**src/rtl/rxaf_pkg.sv**
```systemverilog
package rxaf_pkg;

    localparam int unsigned OCTET_W     = 8;
    localparam int unsigned DA_OCTETS   = 6;
    localparam int unsigned CRC_W       = 32;
    localparam int unsigned HASH_IDX_W  = 6;
    localparam int unsigned HASH_WORD_W = 32;

    localparam logic [CRC_W-1:0] CRC_SEED      = 32'hFFFF_FFFF;
    localparam logic [CRC_W-1:0] CRC_POLY_REFL = 32'hEDB8_8320;

    // filtering policy bits, grouped for the decision logic
    typedef struct packed {
        logic promisc;
        logic pass_mc;
        logic hash;
    } rxaf_mode_t;

    // registered decision presented at the block edge
    typedef struct packed {
        logic vld;
        logic accept;
        logic mcast;
    } rxaf_dec_t;

endpackage

```
**src/rtl/rxaf_octet_track.sv**
```systemverilog
// Counts qualified octets after a start strobe and shifts them into an
// address register; flags the beat that completes the destination field.
module rxaf_octet_track #(
    parameter int unsigned OCT_W = rxaf_pkg::OCTET_W,
    parameter int unsigned N_OCT = rxaf_pkg::DA_OCTETS
) (
    input  logic                   clk,
    input  logic                   rst_n,
    input  logic                   sof,
    input  logic                   beat,
    input  logic [OCT_W-1:0]       octet,
    output logic                   take,
    output logic                   last,
    output logic [OCT_W*N_OCT-1:0] da_nx
);

    localparam int unsigned DA_W  = OCT_W * N_OCT;
    localparam int unsigned CNT_W = $clog2(N_OCT + 1);

    typedef struct packed {
        logic             armed;
        logic [CNT_W-1:0] cnt;
        logic [DA_W-1:0]  da;
    } trk_t;

    trk_t trk_d, trk_q;

    always_comb begin
        trk_d = trk_q;
        take  = 1'b0;
        last  = 1'b0;
        if (sof) begin
            trk_d.armed = 1'b1;
            trk_d.cnt   = '0;
            trk_d.da    = '0;
        end else if (beat && trk_q.armed) begin
            take      = 1'b1;
            trk_d.da  = {trk_q.da[DA_W-OCT_W-1:0], octet};
            trk_d.cnt = trk_q.cnt + 1'b1;
            if (trk_q.cnt == CNT_W'(N_OCT - 1)) begin
                last        = 1'b1;
                trk_d.armed = 1'b0;
            end
        end
    end

    always_ff @(posedge clk or negedge rst_n) begin
        if (!rst_n) begin
            trk_q <= '0;
        end else begin
            trk_q <= trk_d;
        end
    end

    assign da_nx = trk_d.da;

endmodule

```
**src/rtl/rxaf_crc_engine.sv**
```systemverilog
// Byte-serial reflected CRC; exposes the hash index of the value that
// includes the octet currently presented.
module rxaf_crc_engine #(
    parameter int unsigned       OCT_W = rxaf_pkg::OCTET_W,
    parameter int unsigned       CRC_W = rxaf_pkg::CRC_W,
    parameter int unsigned       IDX_W = rxaf_pkg::HASH_IDX_W,
    parameter logic [CRC_W-1:0]  SEED  = rxaf_pkg::CRC_SEED,
    parameter logic [CRC_W-1:0]  POLY  = rxaf_pkg::CRC_POLY_REFL
) (
    input  logic             clk,
    input  logic             rst_n,
    input  logic             clr,
    input  logic             take,
    input  logic [OCT_W-1:0] octet,
    output logic [IDX_W-1:0] hash_idx
);

    typedef struct packed {
        logic [CRC_W-1:0] crc;
    } crc_st_t;

    crc_st_t          st_d, st_q;
    logic [CRC_W-1:0] crc_step;
    logic [CRC_W-1:0] crc_inv;

    always_comb begin
        crc_step = st_q.crc;
        for (int i = 0; i < int'(OCT_W); i++) begin
            if (crc_step[0] ^ octet[i]) begin
                crc_step = (crc_step >> 1) ^ POLY;
            end else begin
                crc_step = crc_step >> 1;
            end
        end
        st_d = st_q;
        if (clr) begin
            st_d.crc = SEED;
        end else if (take) begin
            st_d.crc = crc_step;
        end
    end

    always_ff @(posedge clk or negedge rst_n) begin
        if (!rst_n) begin
            st_q.crc <= SEED;
        end else begin
            st_q <= st_d;
        end
    end

    assign crc_inv  = ~crc_step;
    assign hash_idx = crc_inv[CRC_W-1 -: IDX_W];

endmodule

```
**src/rtl/rxaf_match.sv**
```systemverilog
// Pure decision logic: classifies the address and applies mode priority.
module rxaf_match #(
    parameter int unsigned OCT_W  = rxaf_pkg::OCTET_W,
    parameter int unsigned N_OCT  = rxaf_pkg::DA_OCTETS,
    parameter int unsigned IDX_W  = rxaf_pkg::HASH_IDX_W,
    parameter int unsigned WORD_W = rxaf_pkg::HASH_WORD_W
) (
    input  logic [OCT_W*N_OCT-1:0]        da,
    input  logic [IDX_W-1:0]              hash_idx,
    input  logic [OCT_W*N_OCT-WORD_W-1:0] sta_hi,
    input  logic [WORD_W-1:0]             sta_lo,
    input  logic [WORD_W-1:0]             tbl_hi,
    input  logic [WORD_W-1:0]             tbl_lo,
    input  rxaf_pkg::rxaf_mode_t          mode,
    output logic                          accept,
    output logic                          mcast
);

    localparam int unsigned DA_W  = OCT_W * N_OCT;
    localparam int unsigned TBL_W = 2 * WORD_W;

    logic [DA_W-1:0]  sta;
    logic [TBL_W-1:0] tbl;
    logic [N_OCT-1:0] oct_eq;
    logic [N_OCT-1:0] oct_ones;
    logic             sta_hit;
    logic             bcast;
    logic             tbl_hit;

    assign sta = {sta_hi, sta_lo};
    assign tbl = {tbl_hi, tbl_lo};

    genvar g;
    generate
        for (g = 0; g < int'(N_OCT); g++) begin : g_oct
            assign oct_eq[g]   = (da[g*OCT_W +: OCT_W] == sta[g*OCT_W +: OCT_W]);
            assign oct_ones[g] = &da[g*OCT_W +: OCT_W];
        end
    endgenerate

    assign sta_hit = &oct_eq;
    assign bcast   = &oct_ones;
    assign mcast   = da[DA_W-OCT_W];
    assign tbl_hit = tbl[hash_idx];

    always_comb begin
        if (mode.promisc) begin
            accept = 1'b1;
        end else if (bcast) begin
            accept = 1'b1;
        end else if (mcast) begin
            if (mode.pass_mc) begin
                accept = 1'b1;
            end else if (mode.hash) begin
                accept = tbl_hit;
            end else begin
                accept = 1'b0;
            end
        end else begin
            accept = sta_hit;
        end
    end

endmodule

```
**src/rtl/rxaf_filter.sv**
```systemverilog
module rxaf_filter #(
    parameter int unsigned OCT_W  = rxaf_pkg::OCTET_W,
    parameter int unsigned N_OCT  = rxaf_pkg::DA_OCTETS,
    parameter int unsigned IDX_W  = rxaf_pkg::HASH_IDX_W,
    parameter int unsigned WORD_W = rxaf_pkg::HASH_WORD_W,
    parameter int unsigned STA_HI_W = OCT_W * N_OCT - WORD_W
) (
    input  logic                clk,
    input  logic                rst_n,
    input  logic                rx_sof,
    input  logic                rx_byte_vld,
    input  logic [OCT_W-1:0]    rx_byte,
    input  logic [STA_HI_W-1:0] sta_addr_hi,
    input  logic [WORD_W-1:0]   sta_addr_lo,
    input  logic [WORD_W-1:0]   hash_hi,
    input  logic [WORD_W-1:0]   hash_lo,
    input  logic                promisc_en,
    input  logic                pass_all_mc_en,
    input  logic                hash_en,
    output logic                dec_vld,
    output logic                dec_accept,
    output logic                dec_mcast
);

    localparam int unsigned DA_W = OCT_W * N_OCT;

    logic                 take;
    logic                 last;
    logic [DA_W-1:0]      da_nx;
    logic [IDX_W-1:0]     hash_idx;
    logic                 acc_c;
    logic                 mc_c;
    rxaf_pkg::rxaf_mode_t mode;
    rxaf_pkg::rxaf_dec_t  out_d, out_q;

    assign mode = '{promisc: promisc_en, pass_mc: pass_all_mc_en, hash: hash_en};

    rxaf_octet_track #(
        .OCT_W (OCT_W),
        .N_OCT (N_OCT)
    ) u_track (
        .clk   (clk),
        .rst_n (rst_n),
        .sof   (rx_sof),
        .beat  (rx_byte_vld),
        .octet (rx_byte),
        .take  (take),
        .last  (last),
        .da_nx (da_nx)
    );

    rxaf_crc_engine #(
        .OCT_W (OCT_W),
        .IDX_W (IDX_W)
    ) u_crc (
        .clk      (clk),
        .rst_n    (rst_n),
        .clr      (rx_sof),
        .take     (take),
        .octet    (rx_byte),
        .hash_idx (hash_idx)
    );

    rxaf_match #(
        .OCT_W  (OCT_W),
        .N_OCT  (N_OCT),
        .IDX_W  (IDX_W),
        .WORD_W (WORD_W)
    ) u_match (
        .da       (da_nx),
        .hash_idx (hash_idx),
        .sta_hi   (sta_addr_hi),
        .sta_lo   (sta_addr_lo),
        .tbl_hi   (hash_hi),
        .tbl_lo   (hash_lo),
        .mode     (mode),
        .accept   (acc_c),
        .mcast    (mc_c)
    );

    always_comb begin
        out_d = '0;
        if (last) begin
            out_d.vld    = 1'b1;
            out_d.accept = acc_c;
            out_d.mcast  = mc_c;
        end
    end

    always_ff @(posedge clk or negedge rst_n) begin
        if (!rst_n) begin
            out_q <= '0;
        end else begin
            out_q <= out_d;
        end
    end

    assign dec_vld    = out_q.vld;
    assign dec_accept = out_q.accept;
    assign dec_mcast  = out_q.mcast;

endmodule

```
**config.mk**
```make
export PLATFORM = sky130hd
export DESIGN_NAME = rxaf_filter
export DESIGN_NICKNAME = d
export VERILOG_FILES = /design/src/rtl/rxaf_pkg.sv /design/src/rtl/rxaf_octet_track.sv /design/src/rtl/rxaf_crc_engine.sv /design/src/rtl/rxaf_match.sv /design/src/rtl/rxaf_filter.sv
export SDC_FILE = /design/constraint.sdc
export NUM_CORES = 1
export LEC_CHECK = 0
export ABC_AREA = 1
export BUFFER_PORTS_ARGS = -buffer_cell sky130_fd_sc_hd__buf_4
export CAP_MARGIN = 20
export CORE_ASPECT_RATIO = 0.9
export CORE_MARGIN = 3
export CORE_UTILIZATION = 55
export CTS_CLUSTER_SIZE = 8
export DETAILED_ROUTE_END_ITERATION = 12
export PLACE_DENSITY = 0.81
export SYNTH_ARGS = -nofsm -noshare
export SYNTH_HDL_FRONTEND = slang
export SYNTH_SLANG_ARGS = --single-unit
```
**constraint.sdc**
```tcl
create_clock -name clk -period 3.12 [get_ports clk]
set_clock_uncertainty 0.05 [all_clocks]
set_input_delay 0.624 -clock clk [delete_from_list [all_inputs] [get_ports clk]]
set_output_delay 0.624 -clock clk [all_outputs]
set_load 0.02 [all_outputs]
```
Yosys cells after proc, flatten, opt, wreduce, memory -nomap -nowiden:

Index checks and enable logic that the tools add are counted.

* add/subtract/negate cells: 1
* $lt $le $gt $ge: 1
* equality and inequality tests: 7
* multiplexer cells: 26
* bitwise operators: 17
* reductions and logical operators: 7

Operator list (number)
* $mux W32: 10
* $not A13 Y14: 8
* $mux W52: 2
* $eq A8 B8 Y1: 6
* $reduce_and A48 Y1: 1
* $not A32 Y32: 1
* $mux W1: 12
* $xor A1 B1 Y1: 8
* $lt A6 B7 Y1 const B: 1
* $bmux W1 S6: 1
* $reduce_and A6 Y1: 1
* $reduce_bool A2 Y1: 3
* $add A3 B1 Y3 const B: 1
* $eq A3 B3 Y1 const B: 1
* $mux W3: 1
* $reduce_and A2 Y1: 1
* $logic_and A1 B1 Y1: 1

* bits in registers: 87
* input port bits: 127
* output and inout bits: 3
* logic and storage cells: 66

Logic depth before layout (Yosys ltp):

* depth after elaboration: 25
* depth in mapped cells: 23
* depth with buffers taken out: 21

Cells and area by module:

Synthesis repeated with hierarchy kept, for this count alone.

* cell total of the unflattened synthesis: 890
* area, all modules: 6368.6 sq um

Modules (own cells, without submodules)
* rxaf_octet_track: instances 1, cells each 256, area each 2398.6 sq um, seq. area each 1301.2 sq um
* rxaf_crc_engine: instances 1, cells each 329, area each 2387.3 sq um, seq. area each 840.8 sq um
* rxaf_match: instances 1, cells each 298, area each 1492.7 sq um, seq. area each 0.0 sq um
* rxaf_filter: instances 1, cells each 7, area each 90.1 sq um, seq. area each 75.1 sq um

Worst setup path before layout:

OpenSTA, ideal clock, no wires.

* path kind: input-to-reg
* start point: in rx_byte[1]
* end point: reg out_q (netlist bit dec_accept)
* data arrival time: 2.322 ns
* required time: 2.996 ns
* setup slack: 0.674 ns
* stages: 23
* path buffers: 2
* path through: inv_1 > nand2_1 > nand2_1 > buf_6 > nand2_2 > nand2_4 > nand2_1 > nand2_2 > nand2_4 > nand2_4 > buf_6 > nand2_1 > nand3_1 > nand3_1 > nand3_1 > nand2_1 > nand2_1 > nand2_1 > nor2_1 > nand2_1 > nand2_1 > nand2_1 > a21oi_2

RTL lines
* from (decl): line rxaf_filter.sv:12 `input logic [OCT_W-1:0] rx_byte,`
* to (signal assigned): line rxaf_filter.sv:94 `out_q <= out_d;`
* to (decl): line rxaf_filter.sv:34 `rxaf_pkg::rxaf_dec_t out_d, out_q;`

==> key figures <==
Status
  – Status: complete, no violations

Global routing
  – Global-route wire length before repair: 27400 µm
  – Number of global-route vias before repair: 5538
  – Overflow after GRT: 0
  – GRT Total Usage: 29.6%
  – Antenna violations before repair: 0
  – Largest net degree at the start of global routing: 73

Synthesis
  – Yosys top cell by area: dfrtp_1
  – Number of enable flip-flop cells after synthesis: 0
  – Asr flop ratio synth: 100%
  – Syn Area/Cell: about 7.8 µm²
  – Synth warn: 0
  – Number of synthesized register bits: 87
  – Unique masters post-synth: 44
  – Net count after synthesis: a little under 900
  – Synth top area cells: dfrtp_1 (24%), dfstp_2 (15%), xor2_1 (9.7%)
  – Area fraction of the dominant cell type after synthesis: a little under a quarter
  – Post-synth top flop: dfrtp_1
  – Register area share after synthesis: 38.4%
  – Mapped Area: 0.00577 mm²
  – Post-synthesis cell count: 738

STA
  – Final hold vios: 0
  – Peak Freq: 0.355 GHz
  – Slew HR: 39.2%
  – Worst-Margin Slew: 0.912 ns
  – Setup TNS: 0 ns
  – Tcrit/Tclk final: approximately nine tenths
  – Min Hold Slack: 0.347 ns
  – RSZ-0062 raised after global routing: false
  – Final setup fails: 0
  – Pins Over Slew Limit: 0
  – Final min period: 2.82 ns

Floorplan
  – I/O pins: 130
  – DIE WIDTH: 114 µm
  – Die Y: 103 µm
  – Die area: 0.0118 mm²
  – Num rows: 34
  – Starting density of the core: between 50 and 60%
  – Core area: 0.00995 mm²

Clock tree
  – CTS Buf Count: 9
  – CTS Sinks: 87
  – Post_cts resized: 0
  – Worst-Skew Late Latency: 0.34 ns
  – Root Buffer: clkbuf_16
  – CTS tree: built
  – Hold_buf cts: 0
  – Clk slew on worst S/H paths: 0.06 ns
  – CTS max path bufs: 2
  – Setup repair bufs after CTS: 0
  – H-tree level count: 3

Detailed routing
  – TritonRoute pass-1 iters: 5
  – Initial detailed-routing violation count: approximately 600
  – Routed Antenna Nets: 0
  – Total Wirelength: 17500 µm
  – DR vias: 5684
  – WL/cell: 17.3 µm
  – DR vias/cell: 5.64
  – DRC Markers: 0

Finish
  – Final instance area: 0.00728 mm²
  – Ant diodes: 0
  – Layout cells sized above 1: 26.1%
  – Syn-to-layout area delta: 26.2%
  – Layout Nets: slightly above 1000

Placed design
  – Area post-placement: 0.00696 mm²
  – Hpwl dp: 13400 µm
  – Placer's final routability congestion estimate: 0.947
  – Port bufs: 129

Setup path
  – Crit end category: flop
  – WS Path Type: reg -> reg
  – Startpoint types: flop
  – CP Max Fanout: 27
  – WP data required: 3.33 ns
  – Arr. time, crit path: 3.03 ns

Pwr
  – PD cells: 765 mW/mm²
  – Max IR drop VDD: 0.514 mV
  – Pwr Total: approximately 0.0056 W
  – Leak Pwr: 3.51 nW

Worst hold path
  – Hold/Removal Path Class: in -> async

Job
  – Max-cap viol count: 0
==> kinds of logic after synthesis <==
| kind of cell | Yosys count | synth area share [%] |
|---|---|---|
| DFF | 87 | 38.4 |
| and+or+nand+nor | 304 | 24.5 |
| xor gates and xnor gates | 83 | 13.8 |
| adders and majority gates | 2 | 0.434 |
| AOI/OAI and AO/OA | 110 | 12.0 |
| buffers and inverters | 152 | 10.8 |
==> sequential cells by signal (all words and copies together) (netlist names) <==
register	count
dec_accept	1
u_crc.st_q	32
dec_mcast	1
u_track.trk_q	52
dec_vld	1
==> power by group <==
group | switching, W | total, W | internal, W
registers | 0.000125 | 0.00151 | 0.00139
logic | 0.00182 | 0.00292 | 0.00110
clock network | 0.000438 | 0.00114 | 0.000699
total | 0.00238 | 0.00557 | 0.00319
==> metrics by stage <==
| stage | utilization [%] | cells | setup WS, ns |
|---|---|---|---|
| 6_report | 73.1 | 1008 | 0.303 |
| 2_1_floorplan | - | 738 | 0.674 |
| 3_5_place_dp | 70.0 | 992 | 0.0919 |
| 3_3_place_gp | 70.0 | 992 | 0.240 |
| 5_1_grt | 73.1 | 1008 | 0.0215 |
| 4_1_cts | 73.1 | 1008 | 0.338 |
==> layer usage <==
layer / GRT usage, % / share of wire (%)
met1: 41.8 / 44
met2: 46.8 / 45
met3: 6.69 / 9.9
met4: 6.67 / 1.5
met5: 0 / 0
==> critical path: stages (launching register included) <==
cell	delay [ns]
dfstp_2	0.56
inv_1	0.07
nand2_1	0.07
nand2_1	0.18
nand2_1	0.18
nand3_1	0.08
nand2_1	0.23
inv_2	0.08
nand2_4	0.07
buf_4	0.27
nand3_1	0.13
nand3_1	0.11
nand3_1	0.07
nand3_1	0.09
nand2_1	0.05
nand2_1	0.05
nand2_1	0.04
nor2_1	0.07
nand2_1	0.06
nand2_1	0.06
nand2_1	0.05
a21oi_2	0.10
==> area by class of cell <==
type                       count  area (µm²)
fill                         793        2680
timing repair buffer         155        1190
clock buffer                  10         229
multi-input combinational    499        2930
clock inverter                 6        85.1
inverter                     125         472
sequential                    87        2220
tap                          126         158
==> cell usage after synthesis (2+ instances only) <==
library cell and number:
xor2_4 3, xnor2_1 14, a21oi_1 9, dfrtp_1 55, inv_1 121, inv_2 3, nand4_1 17, nand2_4 5
clkbuf_1 6, dfstp_2 32, o21ai_0 20, nor4_1 8, nand2_1 145, xor2_1 64, or2_2 3, o21a_1 5
buf_6 5, nand2_2 7, xnor2_2 2, a211oi_1 2, a31oi_1 2, o22ai_1 59, a221oi_1 2, buf_2 9
nand3b_1 7, ha_1 2, buf_1 6, nand3_1 87, nor2_1 23
==> cell usage in the layout, fill, tap and decap left out, types with 2 or more instances in the layout <==
cell type / count
nand4_1: 17
nand3b_1: 7
inv_1: 121
xor2_1: 64
buf_12: 2
bufinv_16: 2
buf_4: 153
xor2_4: 3
dfstp_2: 32
nand2_1: 144
dfrtp_1: 55
nand2_4: 5
a31oi_1: 2
nor2_1: 23
o21a_1: 5
xnor2_2: 2
a21oi_1: 9
o21ai_0: 20
a211oi_1: 2
ha_1: 2
o22ai_1: 59
clkbuf_16: 9
a221oi_1: 2
nand3_1: 87
nor4_1: 8
inv_2: 3
xnor2_1: 14
or2_2: 3
nand2_2: 8
==> final timing paths <==
| path | start | endpoint | slack [ns] | cells past startpoint |
|---|---|---|---|---|
| min in group clk | u_track.trk_q[50] | u_track.trk_q[50] | 0.43 | 1 |
| min | rst_n | u_track.trk_q[37] | 0.35 | 1 |
| max reg2reg | u_crc.st_q[2] | dec_accept | 0.30 | 21 |
| max | u_crc.st_q[2] | dec_accept | 0.30 | 21 |
| min reg2reg | u_track.trk_q[50] | u_track.trk_q[50] | 0.43 | 1 |
| max in group asynchronous | rst_n | u_crc.st_q[21] | 1.90 | 2 |
Note: power is estimated with default switching activity, not from simulation.
